--- src/rtl/status_rpt_pkg.sv ---
package status_rpt_pkg;
  typedef enum logic [1:0] {
    OP_PROG = 2'b00,
    OP_SECT = 2'b01,
    OP_CHIP = 2'b10,
    OP_NONE = 2'b11
  } op_e;
endpackage

--- src/rtl/op_timer.sv ---
module op_timer
  import status_rpt_pkg::*;
#(
  parameter int PROG_CYCLES = 5000,
  parameter int SECT_CYCLES = 2500000,
  parameter int NUM_SECTORS = 256,
  localparam int MAX_CYC = (PROG_CYCLES > SECT_CYCLES) ? PROG_CYCLES : SECT_CYCLES,
  localparam int CNT_W   = $clog2(MAX_CYC + 1),
  localparam int SEC_W   = (NUM_SECTORS > 1) ? $clog2(NUM_SECTORS) : 1
) (
  input  logic             clk_i,
  input  logic             rst_ni,
  input  logic             start_i,
  input  logic [1:0]       op_i,
  input  logic             msb_i,
  output logic             accept_o,
  output logic             busy_o,
  output logic             done_o,
  output op_e              op_o,
  output logic             msb_o,
  output logic [SEC_W-1:0] sector_o
);
  localparam logic [CNT_W-1:0] PROG_LD  = CNT_W'(PROG_CYCLES - 1);
  localparam logic [CNT_W-1:0] SECT_LD  = CNT_W'(SECT_CYCLES - 1);
  localparam logic [SEC_W-1:0] LAST_SEC = SEC_W'(NUM_SECTORS - 1);

  logic [CNT_W-1:0] cnt_q;
  logic [SEC_W-1:0] sector_q;
  logic             busy_q, done_q, msb_q;
  op_e              op_q;

  assign accept_o = start_i && !busy_q && (op_e'(op_i) != OP_NONE);

  always_ff @(posedge clk_i or negedge rst_ni) begin
    if (!rst_ni) begin
      cnt_q    <= '0;
      sector_q <= '0;
      busy_q   <= 1'b0;
      done_q   <= 1'b0;
      msb_q    <= 1'b0;
      op_q     <= OP_PROG;
    end else begin
      done_q <= 1'b0;
      if (accept_o) begin
        busy_q   <= 1'b1;
        op_q     <= op_e'(op_i);
        msb_q    <= msb_i;
        sector_q <= '0;
        cnt_q    <= (op_e'(op_i) == OP_PROG) ? PROG_LD : SECT_LD;
      end else if (busy_q) begin
        if (cnt_q == '0) begin
          // chip erase walks the sectors one slice at a time
          if (op_q == OP_CHIP && sector_q != LAST_SEC) begin
            sector_q <= sector_q + 1'b1;
            cnt_q    <= SECT_LD;
          end else begin
            busy_q <= 1'b0;
            done_q <= 1'b1;
          end
        end else begin
          cnt_q <= cnt_q - 1'b1;
        end
      end
    end
  end

  assign busy_o   = busy_q;
  assign done_o   = done_q;
  assign op_o     = op_q;
  assign msb_o    = msb_q;
  assign sector_o = sector_q;

  p_done_single_r9: assert property (@(posedge clk_i) disable iff (!rst_ni)
    done_q |=> !done_q);
  p_done_at_fall_r9: assert property (@(posedge clk_i) disable iff (!rst_ni)
    done_q |-> (!busy_q && $past(busy_q)));
  p_sector_range_r8: assert property (@(posedge clk_i) disable iff (!rst_ni)
    sector_q <= LAST_SEC);
  p_start_ignored_r10: assert property (@(posedge clk_i) disable iff (!rst_ni)
    (busy_q && start_i) |=> ($stable(op_q) && $stable(msb_q)));
endmodule

--- src/rtl/rd_toggle.sv ---
module rd_toggle (
  input  logic clk_i,
  input  logic rst_ni,
  input  logic clr_i,
  input  logic en_i,
  input  logic rd_i,
  output logic tog_o
);
  logic rd_q, tog_q;
  logic rd_rise;

  assign rd_rise = rd_i && !rd_q;

  always_ff @(posedge clk_i or negedge rst_ni) begin
    if (!rst_ni) begin
      rd_q  <= 1'b0;
      tog_q <= 1'b0;
    end else begin
      rd_q <= rd_i;
      if (clr_i)                tog_q <= 1'b0;
      else if (en_i && rd_rise) tog_q <= ~tog_q;
    end
  end

  assign tog_o = tog_q;

  p_tog_hold_r4: assert property (@(posedge clk_i) disable iff (!rst_ni)
    (!clr_i && !rd_rise) |=> $stable(tog_q));
  p_tog_flip_r4: assert property (@(posedge clk_i) disable iff (!rst_ni)
    (!clr_i && en_i && rd_rise) |=> (tog_q != $past(tog_q)));
endmodule

--- src/rtl/status_mux.sv ---
module status_mux
  import status_rpt_pkg::*;
#(
  parameter int DW = 8
) (
  input  logic          clk_i,
  input  logic          rst_ni,
  input  logic          busy_i,
  input  op_e           op_i,
  input  logic          msb_i,
  input  logic          tog_i,
  input  logic [DW-1:0] array_i,
  output logic [DW-1:0] rd_data_o
);
  always_comb begin
    if (busy_i) begin
      rd_data_o       = '0;
      rd_data_o[DW-1] = (op_i == OP_PROG) ? ~msb_i : 1'b0;
      rd_data_o[DW-2] = tog_i;
    end else begin
      rd_data_o = array_i;
    end
  end

  p_low_zero_r5: assert property (@(posedge clk_i) disable iff (!rst_ni)
    busy_i |-> (rd_data_o[DW-3:0] == '0));
  p_pass_r11: assert property (@(posedge clk_i) disable iff (!rst_ni)
    !busy_i |-> (rd_data_o == array_i));
endmodule

--- src/rtl/op_status_rpt.sv ---
module op_status_rpt
  import status_rpt_pkg::*;
#(
  parameter int PROG_CYCLES = 5000,
  parameter int SECT_CYCLES = 2500000,
  parameter int NUM_SECTORS = 256,
  localparam int SEC_W = (NUM_SECTORS > 1) ? $clog2(NUM_SECTORS) : 1
) (
  input  logic             clk_i,
  input  logic             rst_ni,
  input  logic             start_i,
  input  logic [1:0]       op_i,
  input  logic             prog_msb_i,
  input  logic             rd_i,
  input  logic [7:0]       array_data_i,
  output logic [7:0]       rd_data_o,
  output logic             busy_o,
  output logic             done_o,
  output logic [SEC_W-1:0] sector_o
);
  logic accept, msb_q, tog;
  op_e  op_q;

  op_timer #(
    .PROG_CYCLES(PROG_CYCLES),
    .SECT_CYCLES(SECT_CYCLES),
    .NUM_SECTORS(NUM_SECTORS)
  ) u_timer (
    .clk_i   (clk_i),
    .rst_ni  (rst_ni),
    .start_i (start_i),
    .op_i    (op_i),
    .msb_i   (prog_msb_i),
    .accept_o(accept),
    .busy_o  (busy_o),
    .done_o  (done_o),
    .op_o    (op_q),
    .msb_o   (msb_q),
    .sector_o(sector_o)
  );

  rd_toggle u_tog (
    .clk_i (clk_i),
    .rst_ni(rst_ni),
    .clr_i (accept),
    .en_i  (busy_o),
    .rd_i  (rd_i),
    .tog_o (tog)
  );

  status_mux #(.DW(8)) u_mux (
    .clk_i    (clk_i),
    .rst_ni   (rst_ni),
    .busy_i   (busy_o),
    .op_i     (op_q),
    .msb_i    (msb_q),
    .tog_i    (tog),
    .array_i  (array_data_i),
    .rd_data_o(rd_data_o)
  );
endmodule

--- config.mk ---
export PLATFORM = sky130hd
export DESIGN_NAME = op_status_rpt
export DESIGN_NICKNAME = d
export VERILOG_FILES = /design/src/rtl/status_rpt_pkg.sv /design/src/rtl/op_timer.sv /design/src/rtl/rd_toggle.sv /design/src/rtl/status_mux.sv /design/src/rtl/op_status_rpt.sv
export SDC_FILE = /design/constraint.sdc
export NUM_CORES = 1
export LEC_CHECK = 0
export ABC_AREA = 1
export BUFFER_PORTS_ARGS = -buffer_cell sky130_fd_sc_hd__buf_2
export CORE_MARGIN = 4
export CORE_UTILIZATION = 52
export CTS_BUF_LIST = sky130_fd_sc_hd__clkbuf_16
export DETAILED_ROUTE_END_ITERATION = 7
export PLACE_DENSITY = 0.74
export SLEW_MARGIN = 10
export SYNTH_ARGS = -nofsm -noshare
export SYNTH_HDL_FRONTEND = slang
export SYNTH_SLANG_ARGS = --single-unit
--- constraint.sdc ---
create_clock -name clk_i -period 1.5 [get_ports clk_i]
set_input_delay 0.15 -clock clk_i [delete_from_list [all_inputs] [get_ports clk_i]]
set_output_delay 0.15 -clock clk_i [all_outputs]
set_load 0.1 [all_outputs]
* Word-level counts from Yosys, hierarchy flattened
Index checks and enable logic that the tools add are counted.
Operators by class: add/subtract/negate cells 2, equality and inequality tests 4, multiplexer cells 21, bitwise logic cells 2, reductions and logical operators 16
Operators with widths (number):
- 22-bit 2-to-1 mux | 5
- 8-bit 2-to-1 mux | 5
- 22-bit logical NOT | 1
- 22-bit by 1-bit subtractor with 22-bit output (second input constant) | 1
- 1-bit 2-to-1 mux | 11
- 8-bit by 1-bit adder with 8-bit output (second input constant) | 1
- 8-bit != test (second input constant) | 1
- 2-bit nonzero test | 4
- 1-bit logical AND | 5
- 2-bit logical NOT | 2
- 3-bit != test (second input constant) | 1
- 3-bit AND reduction | 1
- 2-bit == test (second input constant) | 1
- 1-bit logical NOT | 2
- 2-bit != test (second input constant) | 1
- 1-bit inverter | 2
- 2-bit AND reduction | 1
Storage, ports and cells: bits in registers 37, logic and storage cells 53

* Depth between registers and ports, before layout
Gate-level depths: netlist of the first run.
depth after elaboration 6, depth in mapped cells 11, depth with buffers taken out 10

* Modules after synthesis
A second synthesis of the first run with hierarchy kept.
Second synthesis, totals: cells, all modules 340, area total of the unflattened synthesis 2522.4 um^2
By module, submodules not included:
- op_timer | instances 1, cells each 307, area each 2339.7 um^2, sequential area each 875.8 um^2
- status_mux | instances 1, cells each 22, area each 92.6 um^2, sequential area each 0.0 um^2
- rd_toggle | instances 1, cells each 11, area each 90.1 um^2, sequential area each 50.0 um^2

* Least setup slack after synthesis of the first run
Ideal clock, no wire load.
kind register -> output, from register u_timer.busy_q (netlist: u_timer.busy_o), to output port rd_data_o[7], arrival 4304 ps, required time 1350 ps, slack -2954 ps, cell stages (with the launch flop) 4, buffers on the path 1, cells stage by stage dfrtp_1 > buf_6 > inv_4 > o41ai_1
Between the ends: cells in the longest elaborated chain, start to end 1
Ends and longest elaborated chain:
- start, declared | RTL line op_timer.sv:29 | logic busy_q, done_q, msb_q;
- start signal, assigned | RTL line op_timer.sv:38 | busy_q <= 1'b0;
- start signal, assigned | RTL line op_timer.sv:45 | busy_q <= 1'b1;
- start signal, assigned | RTL line op_timer.sv:57 | busy_q <= 1'b0;
- 8-bit 2-to-1 mux | RTL line status_mux.sv:16 | if (busy_i) begin
- end, declared | RTL line op_status_rpt.sv:16 | output logic [7:0] rd_data_o,
No other way between the ends.

* Worst setup path in the final report of the first run
from register u_timer.sector_q[1] (netlist: u_timer.sector_o[1]), to register u_timer.cnt_q[2]
Between the ends: cells in the longest elaborated chain, start to end 4
Ends and longest elaborated chain:
- start, declared | RTL line op_timer.sv:28 | logic [SEC_W-1:0] sector_q;
- start signal, assigned | RTL line op_timer.sv:54 | sector_q <= sector_q + 1'b1;
- 8-bit != test | RTL line op_timer.sv:53 | if (op_q == OP_CHIP && sector_q != LAST_SEC) begin
- 1-bit logical AND | RTL line op_timer.sv:53
- 3-bit != test (no source line)
- 2-bit AND reduction (no source line)
- end signal, assigned | RTL line op_timer.sv:49 | cnt_q <= (op_e'(op_i) == OP_PROG) ? PROG_LD : SECT_LD;
- end signal, assigned | RTL line op_timer.sv:61 | cnt_q <= cnt_q - 1'b1;
- end, declared | RTL line op_timer.sv:27 | logic [CNT_W-1:0] cnt_q;
No other way between the ends. A chain may end at the register's enable or synchronous reset.

==> results.py, run 1 <==
metrics = {
    "placement": {
        "dp_cells": 472,
        "dp_hpwl_um": 4880,
        "gp_congestion": 0.918,
        "portBuffers": 32,
        "place_ws_ns": -0.285,
    },
    "global_routing": {
        "grtUsageTotal_pct": 29.4,
        "antenna_found_initial": 0,
        "grt_max_degree": 21,
        "grt_pass1_vias": 2651,
        "grt-ovfl-total": 0,
        "grt_pass1_wl_um": 12700,
    },
    "drt": {
        "vias_per_cell": 6.09,
        "routed_wl_um": 10300,
        "first_pass_iters": 5,
        "ant_nets": 0,
        "drtIter0Drc": 382,
        "wl_per_cell_um": 20.8,
        "drc": 0,
        "vias": 3022,
    },
    "flow_run": {
        "maxCapViolCount": 0,
    },
    "finish": {
        "nFillCells": 175,
        "drive_above_1_share_pct": 49.8,
        "num-nets-final": 460,
        "antenna_cells": 0,
        "area_growth_pct": 62.5,
        "stdcell_count": 496,
    },
    "worst_setup_path": {
        "crit_path_max_fanout": 5,
        "critPathKind": "flip-flop to flip-flop",
        "rr_endpoint": "u_timer.cnt_q[2]",
        "cp.arrival_ns": 2.01,
        "r2r-start": "u_timer.sector_o[1]",
        "startpoint_type": "flip-flop",
        "r2r_slack_ns": -0.36,
        "r2r_cells": 12,
        "worst_setup_path_end_kind": "flip-flop",
        "cp.required_ns": 1.65,
    },
    "floorplanning": {
        "die_w_um": 75.7,
        "ios": 33,
        "dieHeight_um": 75.7,
        "die_area_um2": 5730,
        "start_util_pct": 54.4,
        "num_rows": 24,
        "core_area_um2": 4380,
    },
    "min_path": {
        "hold_path.startpoint": "prog_msb_i",
        "hold_path_end": "u_timer.msb_o",
        "whs_path_depth": 3,
        "hp-class": "input pin to flip-flop",
    },
    "synth": {
        "synth_ff_type": "dfrtp_1",
        "synthMuxAreaShare_pct": 0,
        "netlist.area_leader.share_pct": 38.8,
        "synthArstFlopShare_pct": 100,
        "ys_types": 29,
        "ys_warn_count": 0,
        "ys_top_cells_by_area": "dfrtp_1, nand2_1, nor2_1, inv_1, nand3_1",
        "synth_top_family_by_area": "simple AND/OR/NAND/NOR gates",
        "synth-seq-cells": 37,
        "yosys-top-cells-count": "nand2_1, nor2_1, dfrtp_1",
        "synthCells": 331,
        "synth-edff-count": 0,
        "synth.largest_area_cell": "dfrtp_1",
        "syn_area_per_cell_um2": 7.20,
        "post-synth-top-count-cell": "nand2_1",
        "synth_compound_area_share_pct": 9.81,
        "syn_area_um2": 2380,
        "synth_xor_xnor_area_share_pct": 4.04,
        "synth_fa_ha_area_share_pct": 1.05,
        "syn-num-nets": 348,
        "yosys.area_share.simple_pct": 38.2,
        "yosysSeqAreaShare_pct": 38.8,
    },
    "cts": {
        "insertion_delay_ns": 0.29,
        "root_buffer": "clkbuf_16",
        "cts_buffer_depth": 2,
        "cts_tree": "yes",
        "htree_levels": 2,
        "cts.clk_slew.worst_paths_ns": 0.06,
        "numCtsBuffers": 5,
        "cts.sink_count": 37,
    },
    "timing": {
        "skew_ns": 0.0142,
        "slew_headroom_pct": 66.6,
        "worstMarginPinSlew_ns": 0.504,
        "setup_slack_ns": -0.360,
        "final-hold-violation-count": 0,
        "period_minus_slack_ns": 1.86,
        "finalCritPeriodShare_pct": 124,
        "drv_slew": 0,
        "finalSetupViolCount": 33,
        "rsz0062_at_grt": "yes",
        "timing.fmax_mhz": 537,
    },
    "outcome": {
        "status": "finished, violations left",
        "violations": "setup timing",
    },
    "power_and_ir_drop": {
        "power_density_nw_per_um2": 559,
        "peakVddDrop_mv": 0.561,
        "p_leak_nw": 1.89,
    },
}
-- registers in the layout, indices dropped and copies added (netlist names) --
name,flops
u_timer.sector_o,8
u_tog.rd_q,1
u_timer.cnt_q,22
u_timer.op_o,2
u_timer.busy_o,1
u_tog.tog_o,1
u_timer.msb_o,1
u_timer.done_o,1
-- layer usage --
layer	GRT usage, %	share of wire (%)	wire [um]	vias to the layer above
met1	38.0	37	3780	1430
li1	-	-	-	1273
met5	0	0	0	-
met3	5.28	9.5	982	69
met4	7.77	5.9	603	0
met2	50.7	48	4940	250
-- through the flow --
step	TNS, ns	util (%)	cell area (um2)	total power [mW]	hold WS (ns)
after floorplan	-8.14	-	2480	1.09	-0.146
after global placement	-3.87	74.5	3260	1.16	0.119
after detailed placement	-5.44	74.5	3260	1.16	0.120
after CTS	-2.38	82.4	3610	2.13	0.0711
after global routing	-9.91	88.4	3870	2.22	0.123
final	-8.55	88.4	3870	2.16	0.109
-- power breakdown --
group          switching, mW  total (mW)  internal [mW]
clock                  0.410        1.01          0.598
combinational         0.0958       0.146         0.0501
sequential           0.00591        1.01           1.01
total                  0.512        2.16           1.65
-- worst max-delay path by stage --
stage                                   start           endpoint  depth (start not counted)
after floorplan                u_timer.busy_o       rd_data_o[7]                          3
after global placement    u_timer.sector_o[0]   u_timer.cnt_q[4]                         10
after detailed placement  u_timer.sector_o[0]   u_timer.cnt_q[4]                         10
after CTS                 u_timer.sector_o[0]  u_timer.cnt_q[16]                         11
after global routing      u_timer.sector_o[1]   u_timer.cnt_q[2]                         12
final                     u_timer.sector_o[1]   u_timer.cnt_q[2]                         12
-- cell families after synthesis --
family                   after synthesis
buffers and inverters                 40
flip-flops                            37
AO/OA/AOI/OAI                         35
AND/OR/NAND/NOR                      206
adder cells (fa/ha/maj)                2
XOR/XNOR                              11
-- critical path, cell delays in order (launching register included) --
cell and delay [ns]:
dfrtp_4 0.49, ha_4 0.19, inv_4 0.05, nor2_4 0.04, nand2_2 0.09, nand2_4 0.07, nand2_4 0.08, buf_6 0.09
o21ai_4 0.07, buf_12 0.15, clkbuf_16 0.16, o21ai_2 0.15, nand2_1 0.08
-- layout make-up --
type	count	area, um2	area share, %
Multi-Input combinational cell	255	1610	41.5
Timing Repair Buffer	111	990	25.5
Sequential cell	37	945	24.4
Inverter	33	131	3.39
Clock buffer	5	125	3.23
Tap cell	52	65.1	1.68
Clock inverter	3	11.3	0.291
-- timing repair --
action / in CTS / in global routing
pin swaps: 2 / 24
hold endpoints to repair: 18 / 0
buffers inserted: 8 / 4
cloned: 1 / 2
endpoints found under the setup margin: 32 / 37
hold buffers: 2 / 0
resized for setup: 39 / 58
-- cells in the final DEF, fill, tap and decap left out, types with 2 or more instances in the layout --
| master | count |
|---|---|
| buf_6 | 11 |
| nor2_1 | 36 |
| nand3_2 | 4 |
| dfrtp_2 | 6 |
| nand4_1 | 6 |
| xnor2_1 | 4 |
| nand3b_1 | 2 |
| nand3_1 | 18 |
| nand3_4 | 4 |
| nor3_1 | 2 |
| a21oi_1 | 3 |
| buf_12 | 12 |
| ha_4 | 2 |
| inv_2 | 3 |
| clkbuf_16 | 6 |
| buf_2 | 23 |
| buf_4 | 62 |
| a21oi_2 | 2 |
| dfrtp_1 | 28 |
| inv_1 | 31 |
| nand2_1 | 71 |
| or2_2 | 3 |
| a21o_1 | 3 |
| xor2_1 | 7 |
| o21ai_1 | 4 |
| dlygate4sd3_1 | 2 |
| o21ai_2 | 15 |
| nor2_4 | 13 |
| nor2_2 | 17 |
| nand2_2 | 21 |
| nand2_4 | 8 |
| o21ai_0 | 5 |
| dfrtp_4 | 3 |
Note: power is estimated with default switching activity, not from simulation.
==> inputs of run 2 (changes only) <==
--- a/config.mk
+++ b/config.mk
@@ -12,6 +12,7 @@
 export CTS_BUF_LIST = sky130_fd_sc_hd__clkbuf_16
 export DETAILED_ROUTE_END_ITERATION = 7
 export PLACE_DENSITY = 0.74
+export RECOVER_POWER = 25
 export SLEW_MARGIN = 10
 export SYNTH_ARGS = -nofsm -noshare
 export SYNTH_HDL_FRONTEND = slang
==> results.py, run 2 (synthesized netlist as in run 1, its figures left out) <==
metrics = {
    "finish": {
        "largest_register_ffs": 22,
        "drive_above_1_share_pct": 49.3,
        "nFillCells": 177,
        "stdcell_count": 496,
        "fin_area_um2": 3870,
        "final_common_cell": "nand2_1",
        "multiInputGateArea_um2": 1610,
        "antenna_cells": 0,
        "num-nets-final": 460,
        "area_growth_pct": 62.4,
        "regMostFlops": "u_timer.cnt_q",
        "final_cell_mix": "nand2_1, buf_4, nor2_1, inv_1, dfrtp_1",
        "final-seq-area_um2": 945,
    },
    "cts": {
        "insertion_delay_ns": 0.29,
        "cts_tree": "yes",
        "htree_levels": 2,
        "cts.sink_count": 37,
        "cts.clk_slew.worst_paths_ns": 0.06,
        "root_buffer": "clkbuf_16",
        "numCtsBuffers": 5,
        "cts_buffer_depth": 2,
    },
    "timing": {
        "skew_ns": 0.0149,
        "final-hold-violation-count": 0,
        "finalSetupViolCount": 33,
        "period_minus_slack_ns": 1.85,
        "slew_headroom_pct": 29.3,
        "rsz0062_at_grt": "yes",
        "timing.fmax_mhz": 539,
        "setup_slack_ns": -0.354,
        "drv_slew": 0,
        "finalCritPeriodShare_pct": 124,
        "worstMarginPinSlew_ns": 1.06,
    },
    "drt": {
        "wl_per_cell_um": 20.8,
        "drtIter0Drc": 374,
        "vias_per_cell": 6.11,
        "vias": 3032,
        "routed_wl_um": 10300,
        "ant_nets": 0,
        "drc": 0,
        "first_pass_iters": 6,
    },
    "floorplanning": {
        "start_util_pct": 54.4,
        "dieHeight_um": 75.7,
        "die_area_um2": 5730,
        "core_area_um2": 4380,
        "ios": 33,
        "num_rows": 24,
        "die_w_um": 75.7,
    },
    "outcome": {
        "status": "finished, violations left",
        "violations": "setup timing",
    },
    "worst_setup_path": {
        "path_cells": "ha_4 -> inv_4 -> nor2_4 -> nand2_2 -> nand2_4 -> nand2_4 -> buf_6 -> o21ai_4 -> buf_12 -> clkbuf_16 -> o21ai_2 -> nand2_1",
        "slowest_stage": "dfrtp_4",
        "cpMostUsedCell": "nand2_4",
        "critPathKind": "flip-flop to flip-flop",
        "worst_setup_path_end_kind": "flip-flop",
        "cp.arrival_ns": 2.01,
        "cpPeakStageDelay_ns": 0.49,
        "cp.required_ns": 1.65,
        "crit_path_max_fanout": 5,
        "startpoint_type": "flip-flop",
    },
    "global_routing": {
        "grt-ovfl-total": 0,
        "grtUsageTotal_pct": 29.4,
        "grt_pass1_vias": 2651,
        "grt_max_degree": 21,
        "antenna_found_initial": 0,
        "grt_pass1_wl_um": 12700,
    },
    "power_and_ir_drop": {
        "power_density_nw_per_um2": 558,
        "peakVddDrop_mv": 0.557,
        "p_leak_nw": 1.88,
    },
    "placement": {
        "dpl_cell_area_um2": 3260,
        "dp_hpwl_um": 4880,
        "gp_congestion": 0.918,
        "portBuffers": 32,
        "place_ws_ns": -0.285,
        "dp_cells": 472,
    },
    "min_path": {
        "hp-class": "input pin to flip-flop",
    },
    "flow_run": {
        "maxCapViolCount": 0,
    },
}
==> run 2: changes by cell type in the layout (fill, tap and decap cells not counted), sizes merged <==
cell    delta
clkbuf     +2
buf        -2
==> run 2: layout make-up <==
cell class	instances	share of cell area, %
tap	52	1.68
inverter	33	3.39
multi-input combinational	255	41.5
clock buffer	5	3.23
clock inverter	3	0.291
sequential	37	24.4
timing repair buffer	111	25.5
==> run 2: critical path, delay by kind of cell, from the launching register on <==
family | cells | cell delay [ns]
DFF | 1 | 0.49
buffers and inverters | 4 | 0.46
and+or+nand+nor | 5 | 0.35
AOI/OAI and AO/OA | 2 | 0.21
adders and majority gates | 1 | 0.19
==> run 2: through the flow <==
stage | power (mW) | hold slack [ns] | utilization [%] | TNS (ns)
detailed placement | 1.16 | 0.120 | 74.5 | -5.44
CTS | 2.13 | 0.0711 | 82.4 | -2.38
floorplan | 1.09 | -0.146 | - | -8.14
global placement | 1.16 | 0.119 | 74.5 | -3.87
global route | 2.21 | 0.123 | 88.3 | -10.05
finish | 2.16 | 0.105 | 88.3 | -8.44
==> run 2: per-layer routing <==
| metal | vias up | routed length, um | part of all wire [%] | track usage [%] |
|---|---|---|---|---|
| met4 | 0 | 587 | 5.7 | 7.77 |
| met5 | - | 0 | 0 | 0 |
| li1 | 1275 | - | - | - |
| met1 | 1440 | 3780 | 37 | 38.0 |
| met2 | 247 | 4970 | 48 | 50.7 |
| met3 | 70 | 999 | 9.7 | 5.28 |
==> run 2: path summary, 6_finish.rpt <==
path                                  endpoint  slack (ns)                 from  depth (start not counted)
max                           u_timer.cnt_q[2]       -0.35  u_timer.sector_o[1]                         12
min                              u_timer.msb_o        0.10           prog_msb_i                          3
max reg2reg                   u_timer.cnt_q[2]       -0.35  u_timer.sector_o[1]                         12
min reg2reg                        u_tog.tog_o        0.50          u_tog.tog_o                          1
max in group asynchronous  u_timer.sector_o[2]        0.20               rst_ni                          2
min in group asynchronous    u_timer.cnt_q[14]        0.58               rst_ni                          2
==> run 2: power by group <==
part           total, mW  switching [mW]  internal (mW)
Sequential          1.01         0.00562           1.01
Clock               1.00           0.406          0.598
Combinational      0.145          0.0960         0.0495
Total               2.16           0.507           1.65
==> run 2: repair_timing <==
action / CTS / global route
gates cloned: 1 / 2
endpoints found under the setup margin: 32 / 37
pin swaps: 2 / 24
resized for setup: 39 / 58
endpoints found under the hold margin: 18 / 0
setup buffers: 8 / 4
hold buffers: 2 / 0
